`config.mk`:
```
export PLATFORM = sky130hd
export DESIGN_NAME = clk_band_meter
export DESIGN_NICKNAME = d
export VERILOG_FILES = /design/src/rtl/clk_band_pkg.sv /design/src/rtl/clk_band_pacer.sv /design/src/rtl/clk_band_accum.sv /design/src/rtl/clk_band_classify.sv /design/src/rtl/clk_band_meter.sv
export SDC_FILE = /design/constraint.sdc
export NUM_CORES = 1
export LEC_CHECK = 0
export ABC_CLOCK_PERIOD_IN_PS = 6000
export CAP_MARGIN = 30
export CELL_PAD_IN_SITES_DETAIL_PLACEMENT = 0
export CELL_PAD_IN_SITES_GLOBAL_PLACEMENT = 1
export CORE_MARGIN = 8
export CORE_UTILIZATION = 43
export CTS_CLUSTER_SIZE = 20
export DETAILED_ROUTE_END_ITERATION = 12
export PLACE_DENSITY_LB_ADDON = 0.3
export SKIP_CTS_REPAIR_TIMING = 1
export SLEW_MARGIN = 20
export SYNTH_ARGS = -nofsm -noshare
export SYNTH_HDL_FRONTEND = slang
export SYNTH_SLANG_ARGS = --single-unit
```
`constraint.sdc`:
```
create_clock -name clk -period 6 [get_ports clk]
set_input_delay 1.2 -clock clk [delete_from_list [all_inputs] [get_ports clk]]
set_output_delay 1.2 -clock clk [all_outputs]
set_load 0.02 [all_outputs]
```
`src/rtl/clk_band_pkg.sv`:
```
// Shared types and band constants for the bus clock band classifier.
// Assumes the band edges are given in MHz, with the frequency taken
// as floor(base * count / BAND_DIVISOR).
package clk_band_pkg;

    typedef enum logic [1:0] {
        ST_IDLE,
        ST_SAMPLE,
        ST_AVERAGE,
        ST_CLASSIFY
    } meter_state_e;

    localparam int BAND_DIVISOR = 192;
    localparam int BAND_COUNT   = 3;
    localparam int BAND_EDGE_MHZ [BAND_COUNT] = '{40, 45, 55};

endpackage

```
`src/rtl/clk_band_pacer.sv`:
```
// Sample pacer: while run is high, raises tick in the first cycle and
// then once every GAP cycles. It restarts from zero whenever run drops.
// Assumes GAP >= 2.
module clk_band_pacer #(
    parameter int GAP = 3000
) (
    input  logic clk,
    input  logic rst_n,
    input  logic run,
    output logic tick
);
    localparam int CW = (GAP > 2) ? $clog2(GAP) : 1;

    logic [CW-1:0] cnt;

    // Interval counter, parked at zero while idle.
    always_ff @(posedge clk) begin
        if (!rst_n) begin
            cnt <= '0;
        end else if (!run) begin
            cnt <= '0;
        end else if (cnt == CW'(GAP - 1)) begin
            cnt <= '0;
        end else begin
            cnt <= cnt + 1'b1;
        end
    end

    // A tick fires at the start of each interval.
    assign tick = run && (cnt == '0);

endmodule

```
`src/rtl/clk_band_accum.sv`:
```
// Sample accumulator: clears on clear, then adds value on each take.
// Flags last on the take that completes SAMPLES readings.
// Assumes SAMPLES is a power of two, at least 2.
module clk_band_accum #(
    parameter int CNT_W   = 9,
    parameter int SAMPLES = 128,
    localparam int LOG_N  = $clog2(SAMPLES),
    localparam int SUM_W  = CNT_W + LOG_N
) (
    input  logic             clk,
    input  logic             rst_n,
    input  logic             clear,
    input  logic             take,
    input  logic [CNT_W-1:0] value,
    output logic [SUM_W-1:0] sum,
    output logic             last
);
    logic [LOG_N-1:0] idx;

    // Running sum and index of the reading being taken.
    always_ff @(posedge clk) begin
        if (!rst_n) begin
            sum <= '0;
            idx <= '0;
        end else if (clear) begin
            sum <= '0;
            idx <= '0;
        end else if (take) begin
            sum <= sum + SUM_W'(value);
            idx <= idx + 1'b1;
        end
    end

    // The final reading of a run.
    assign last = take && (idx == LOG_N'(SAMPLES - 1));

endmodule

```
`src/rtl/clk_band_classify.sv`:
```
// Band comparator: compares base*count against each band edge scaled by
// the divisor. floor(p/D) < E holds exactly when p < E*D, so the result
// matches a truncating divide. Purely combinational.
module clk_band_classify
    import clk_band_pkg::*;
#(
    parameter int BASE_W = 7,
    parameter int CNT_W  = 9
) (
    input  logic [BASE_W-1:0] base,
    input  logic [CNT_W-1:0]  count,
    output logic [1:0]        slot
);
    logic [31:0]           product;
    logic [BAND_COUNT-1:0] below;

    assign product = 32'(base) * 32'(count);

    // One comparator per band edge.
    for (genvar i = 0; i < BAND_COUNT; i++) begin : g_edge
        assign below[i] = product < 32'(BAND_EDGE_MHZ[i] * BAND_DIVISOR);
    end

    // The lowest edge that is not reached picks the slot.
    always_comb begin
        if (below[0])      slot = 2'd0;
        else if (below[1]) slot = 2'd1;
        else if (below[2]) slot = 2'd2;
        else               slot = 2'd3;
    end

endmodule

```
`src/rtl/clk_band_meter.sv`:
```
// Bus clock band classifier, top level. On start it checks the preloaded
// word for the signature. It either takes the count from that word or
// averages SAMPLES paced counter readings, then classifies the count
// into a slot. Assumes base_const stays stable through a measurement
// and that start is ignored while busy.
module clk_band_meter
    import clk_band_pkg::*;
#(
    parameter int             WORD_W     = 32,
    parameter int             SIG_W      = 20,
    parameter logic [SIG_W-1:0] SIGNATURE = 20'hABCDE,
    parameter int             CNT_W      = 9,
    parameter int             BASE_W     = 7,
    parameter int             SAMPLES    = 128,
    parameter int             SAMPLE_GAP = 3000
) (
    input  logic              clk,
    input  logic              rst_n,
    input  logic              start,
    input  logic [WORD_W-1:0] freq_word,
    input  logic [BASE_W-1:0] base_const,
    output logic              sample_strobe,
    input  logic [CNT_W-1:0]  sample_value,
    output logic [1:0]        slot,
    output logic [CNT_W-1:0]  avg_count,
    output logic              done
);
    localparam int LOG_N   = $clog2(SAMPLES);
    localparam int SUM_W   = CNT_W + LOG_N;
    localparam int SIG_LSB = WORD_W - SIG_W;

    meter_state_e     state;
    logic [CNT_W-1:0] cnt_q;
    logic [1:0]       slot_q;
    logic [CNT_W-1:0] avg_q;
    logic             done_q;
    logic             sig_ok;
    logic             acc_clear;
    logic             tick;
    logic             acc_last;
    logic [SUM_W-1:0] acc_sum;
    logic [1:0]       band;

    assign sig_ok    = freq_word[WORD_W-1:SIG_LSB] == SIGNATURE;
    assign acc_clear = (state == ST_IDLE) && start && !sig_ok;

    // The bits between the count and the signature carry no meaning.
    if (SIG_LSB > CNT_W) begin : g_gap_bits
        logic unused_gap_bits;
        assign unused_gap_bits = ^freq_word[SIG_LSB-1:CNT_W];
    end

    clk_band_pacer #(.GAP(SAMPLE_GAP)) u_pacer (
        .clk   (clk),
        .rst_n (rst_n),
        .run   (state == ST_SAMPLE),
        .tick  (tick)
    );

    clk_band_accum #(.CNT_W(CNT_W), .SAMPLES(SAMPLES)) u_accum (
        .clk   (clk),
        .rst_n (rst_n),
        .clear (acc_clear),
        .take  (tick),
        .value (sample_value),
        .sum   (acc_sum),
        .last  (acc_last)
    );

    clk_band_classify #(.BASE_W(BASE_W), .CNT_W(CNT_W)) u_classify (
        .base  (base_const),
        .count (cnt_q),
        .slot  (band)
    );

    // Control sequencer: signature check, sampling, averaging, result.
    always_ff @(posedge clk) begin
        if (!rst_n) begin
            state  <= ST_IDLE;
            cnt_q  <= '0;
            slot_q <= 2'd0;
            avg_q  <= '0;
            done_q <= 1'b0;
        end else begin
            done_q <= 1'b0;
            case (state)
                ST_IDLE: begin
                    if (start) begin
                        if (sig_ok) begin
                            cnt_q <= freq_word[CNT_W-1:0];
                            state <= ST_CLASSIFY;
                        end else begin
                            state <= ST_SAMPLE;
                        end
                    end
                end
                ST_SAMPLE: begin
                    if (acc_last) state <= ST_AVERAGE;
                end
                ST_AVERAGE: begin
                    cnt_q <= CNT_W'(acc_sum >> LOG_N);
                    state <= ST_CLASSIFY;
                end
                ST_CLASSIFY: begin
                    slot_q <= band;
                    avg_q  <= cnt_q;
                    done_q <= 1'b1;
                    state  <= ST_IDLE;
                end
                default: state <= ST_IDLE;
            endcase
        end
    end

    assign sample_strobe = tick;
    assign slot          = slot_q;
    assign avg_count     = avg_q;
    assign done          = done_q;

endmodule

```
; After elaboration in Yosys (flattened, before gate mapping)
; Cells that the tools add are included.
[totals]
regBits = 58
latch_bits = 0
romBits = 0
wordCells = 49
input_bits = 51
memories = 0
output_inout_bits = 13
mem_bits_rw = 0
[classes]
reduce_logical = 12
n_mux = 11
bitwise_logic = 2
n_mul = 1
div = 0
n_shift = 0
magnitude_cmp = 3
eq_ne = 9
add_sub_neg = 3
[ops]
columns = operator, n
row1 = 16-bit by 14-bit < comparator with 1-bit output (second input constant), 2
row2 = 20-bit == test (second input constant), 1
row3 = 9-bit two-way mux, 2
row4 = 9-bit one-hot mux with 2 select lines, 1
row5 = 16-bit by 9-bit adder with 16-bit output, 1
row6 = 16-bit by 13-bit < comparator with 1-bit output (second input constant), 1
row7 = 7-bit by 9-bit multiplier with 16-bit output, 1
row8 = 12-bit by 1-bit adder with 12-bit output (second input constant), 1
row9 = 12-bit == test (second input constant), 1
row10 = 12-bit zero test, 1
row11 = 2-bit two-way mux, 5
row12 = 2-bit one-hot mux with 4 select lines, 1
row13 = 7-bit by 1-bit adder with 7-bit output (second input constant), 1
row14 = 7-bit == test (second input constant), 1
row15 = 2-bit inequality test (second input constant), 3
row16 = 2-bit == test (second input constant), 2
row17 = 1-bit logical AND, 4
row18 = 3-bit AND reduction, 1
row19 = 3-bit OR reduction, 1
row20 = 2-bit by 1-bit == test with 1-bit output (second input constant), 1
row21 = 2-bit zero test, 1
row22 = 1-bit two-way mux, 2
row23 = 1-bit inverter, 2
row24 = 2-bit AND reduction, 1
row25 = 3 further kinds, 3

; Depth between registers and ports, before layout
; Gate-level depths: netlist of run 1.
[depth]
word_depth = 5
mapped_depth = 18
ltp_nobuf = 18

; By module
; A second synthesis of run 1 with hierarchy kept.
[unflattened]
hier_cells = 590
hier_area_um2 = 5217.5
[by_module_without_submodules]
columns = mod, seq_area_each_um2, cells_each, instances, area_per_inst_um2
row1 = clk_band_classify, 0.0, 246, 1, 2107.0
row2 = clk_band_accum, 460.4, 160, 1, 1365.1
row3 = clk_band_meter, 460.4, 117, 1, 1143.6
row4 = clk_band_pacer, 240.2, 67, 1, 601.8

; Least setup slack after synthesis of run 1
; No wires, ideal clock.
[synth_path]
path_kind = input -> register
start = input port base_const[6]
end = register slot_q[0], in the netlist slot[0]
setup_ns = 0.118
path_buffers = 0
required_time_ns = 5.882
setup_slack_ns = 0.464
stages = 16
arrival_time_ns = 5.418
cell_sequence = and2_1 -> fa_1 -> fa_1 -> fa_1 -> inv_1 -> fa_1 -> inv_1 -> ha_1 -> a2111o_1 -> a221o_1 -> and2_4 -> a311oi_2 -> a31oi_1 -> o22a_1 -> nor3_2 -> nor2_1
[synth_between]
elab_chain_len = 5
word_cells_on_any_way = 7
classes_between = 1 x mul / 3 x order compare / 3 x mux
[synth_lines]
columns = element, line
row1 = start: declaration, clk_band_meter.sv:21  ; input logic [BASE_W-1:0] base_const,
row2 = 7-bit by 9-bit multiplier with 16-bit output (*), clk_band_classify.sv:17  ; assign product = 32'(base) * 32'(count);
row3 = 16-bit by 14-bit < comparator with 1-bit output, clk_band_classify.sv:21  ; assign below[i] = product < 32'(BAND_EDGE_MHZ[i] * BAND_DIVISOR);
row4 = 1-bit two-way mux, clk_band_classify.sv:28  ; else if (below[2]) slot = 2'd2;
row5 = 2-bit two-way mux, clk_band_classify.sv:27  ; else if (below[1]) slot = 2'd1;
row6 = 2-bit two-way mux (*), clk_band_classify.sv:26  ; if (below[0]) slot = 2'd0;
row7 = end signal: assignment, clk_band_meter.sv:105  ; slot_q <= band;
row8 = end: declaration, clk_band_meter.sv:34  ; logic [1:0] slot_q;
; Mark *: on every way between the ends. The rest lies on a longest branch, timed or not.
; A chain may end at the register's enable or synchronous reset.

; Worst setup path after layout of run 1
[layout_path]
start = input port base_const[4]
end = register slot_q[0], in the netlist slot[0]
; The elaborated chain is that of the path after synthesis.

==> results of run 1 <==
## cell families (layout without fill, tap and decap cells)
kind of cell,after synthesis,in the layout,share of synthesized area
DFF,58,58,0.238
and+or+nand+nor,207,207,0.224
AOI/OAI and AO/OA,78,78,0.118
xor gates and xnor gates,32,32,0.0576
buffers and inverters,56,152,0.0437
adders and majority gates,83,83,0.266
muxes,24,24,0.0522
## worst max-delay path, cell delays in order
cell and delay (ns):
clkdlybuf4s50_1 0.50, buf_4 0.20, and2_1 0.16, fa_1 0.46, fa_1 0.53, fa_1 0.55, inv_1 0.05, fa_1 0.52
inv_1 0.04, ha_1 0.22, a2111o_1 0.38, a221o_1 0.32, and2_4 0.17, a311oi_4 0.25, a31oi_2 0.09, o22a_1 0.23
nor3_2 0.09, nor2_1 0.06
## layout make-up
type,instances,area share
multi-input combinational,424,0.573
sequential,58,0.189
timing repair buffer,93,0.138
clock buffer,12,0.0416
tap,143,0.0291
inverter,44,0.0268
clock inverter,3,0.00244
## flip-flops by register name, summed over array words and instances (netlist names)
signal and count:
u_accum.sum 16, cnt_q 9, u_pacer.cnt 12, u_accum.idx 7, slot 2, avg_count 9, state 2, done 1
## worst max path at each step
stage	depth (start not counted)	end	startpoint
after detailed placement	18	slot[0]$_SDFFE_PN0P_	base_const[6]
after global placement	18	slot[0]$_SDFFE_PN0P_	base_const[6]
after floorplan	16	slot[0]$_SDFFE_PN0P_	base_const[6]
after global routing	18	slot[0]$_SDFFE_PN0P_	base_const[6]
final	18	slot[0]$_SDFFE_PN0P_	base_const[4]
after CTS	18	slot[0]$_SDFFE_PN0P_	base_const[6]
## metrics by stage
step / cell area [um2] / util
after detailed placement: 5850 / 0.521
final: 6160 / 0.549
after CTS: 6120 / 0.545
after global routing: 6160 / 0.549
after global placement: 5850 / 0.521
after floorplan: 4870 / -
## power by group through the flow
stage	clock network, mW	registers [mW]	logic (mW)
2_1_floorplan	0	0.456	0.406
3_3_place_gp	0	0.464	0.568
3_5_place_dp	0	0.466	0.582
4_1_cts	0.475	0.458	0.587
5_1_grt	0.488	0.463	0.670
6_report	0.463	0.458	0.593
## cells in the mapped netlist, drive strengths merged (9+ instances only)
| cell | n | area, um2 |
|---|---|---|
| dfxtp | 58 | 1160 |
| nor2 | 31 | 116 |
| ha | 49 | 613 |
| xor2 | 18 | 158 |
| and2 | 57 | 359 |
| clkbuf | 9 | 33.8 |
| inv | 44 | 165 |
| a21oi | 21 | 105 |
| mux2i | 23 | 243 |
| nor2b | 15 | 93.8 |
| o21ai | 17 | 85.1 |
| fa | 34 | 681 |
| xnor2 | 14 | 123 |
| nand2 | 60 | 225 |
## per-layer routing
layer	track usage	vias to the layer above	routed length, um
met5	0	-	0
met4	0.0541	0	175
met3	0.0267	10	233
met2	0.276	35	5460
met1	0.183	1895	5120
li1	-	2001	-
==> impl_metrics.csv, run 1 <==
group,metric,value,unit
power,sw_frac_of_total,0.343,
timing,worst_pin_slew,0.904,ns
power,seq_power_share,0.303,
critical_path,worst_r2r_endpoint,"slot[0]$_SDFFE_PN0P_",
synthesis,yosysWarnings,0,
power,power_density,246,mW/mm2
synthesis,ys_types,60,
route,postRouteAntennaNets,0,
clock_tree,htreeDepth,3,
critical_path,crit_required,6.21,ns
timing,fin_skew,0.00828,ns
synthesis,syn_nets,672,
synthesis,postSynthCellCount,538,
place,place_inst,762,
power,intPower,0.994,mW
timing,setup_viol,0,
route,drtPass1Iterations,4,
die,start_util,0.434,
synthesis,synth_area,0.00487,mm2
clock_tree,cts_tree,"built",
timing,maxSlewViolCount,0,
place,io_buffers,60,
power,total_power,1.51,mW
synthesis,ys_seq_area_frac,0.238,
critical_path,end_kind,"flop",
timing,period_share,0.972,
die,die_width,122,um
hold_path,min_path_cells,2,
hold_path,min_from,"u_accum.sum[2]$_SDFFE_PP0P_",
hold_path,holdCritPathClass,"reg2reg",
power,power_frac_comb,0.392,
finish,final_common_cell,"nand2_1",
critical_path,r2r_slack,1.14,ns
synthesis,ys_ff_latch,58,
global_route,grtUsageTotal,0.154,
hold_path,whs_endpoint,"u_accum.sum[2]$_SDFFE_PP0P_",
power,power.clock.fraction,0.306,
finish,regArea,0.00116,mm2
place,pre_cts_slack,-0.320,ns
timing,hold_viol_final,0,
global_route,grt_max_degree,26,
finish,antenna_cells,0,
critical_path,crit_path_max_fanout,5,
clock_tree,max-clock-path-buffers,2,
timing,timing.final.ws_setup,0.170,ns
route,wl_per_cell,14.1,um
critical_path,r2r_start,"cnt_q[1]$_SDFFE_PN0P_",
run_status,status,"finished clean",
global_route,grt.overflow.total,0,
finish,nNetsFinal,764,
finish,drive_gt1_frac,0.103,
critical_path,path_class,"in2reg",
synthesis,synth-edff-count,0,
synthesis,synthFlopType,"dfxtp_1",
die,die_h,122,um
power,ir_worst_vdd,0.000203,V
die,fp.coreArea,0.0112,mm2
power,switching_power,0.519,mW
die,ios,64,
finish,finalNonFillerCells,777,
finish,layout_common_cells,"nand2_1, clkdlybuf4s50_1, dfxtp_1, and2_1, ha_1",
place,gp_congestion,0.812,
clock_tree,clk_pin_slew,0.05,ns
die,rows,39,
clock_tree,clock-root-buffer,"clkbuf_16",
critical_path,start_kind,"input pin",
clock_tree,numCtsBuffers,9,
synthesis,avgSynthCellArea,9.05,um2
power,leakagePower,2.81,nW
timing,fin_crit,5.83,ns
route,route.vias.total,3941,
global_route,grt_pass1_vias,4118,
global_route,grt_pass1_wl,18700,um
route,initialDrtViolationCount,226,
critical_path,worstPathArrival,6.04,ns
critical_path,ff2ff_path_depth,17,
finish,syn2layout_area_growth,26.5,%
timing,finalSetupTns,0,ns
finish,n_fill_cell,1048,
clock_tree,cts_sinks,58,
route,routed_wl,11000,um
die,die-area,0.0150,mm2
synthesis,synthArstFlopShare,0,
route,viasPerCell,5.07,
job,drv_cap,0,
global_route,antenna_found_initial,0,
timing,max_freq,172,MHz
finish,multiInputGateArea,0.00353,mm2
route,post-route-drc-count,0,
place,dp_hpwl,8780,um
clock_tree,worstSkewPairLatency,0.33,ns
timing,holdWs,0.459,ns
timing,max_slew_margin,0.392,
No activity file was read; power rests on OpenSTA's default activity.
==> run 2: changes to the inputs <==
HOLD_SLACK_MARGIN = 0.02   (was not set)
==> results of run 2 <==
The final DEF is identical to that of run 1; final timing and power are the same.
==> run 3: changes to the inputs <==
CTS_CLUSTER_DIAMETER = 30   (was not set)
==> results of run 3 <==
The final DEF is identical to that of run 1; final timing and power are the same.
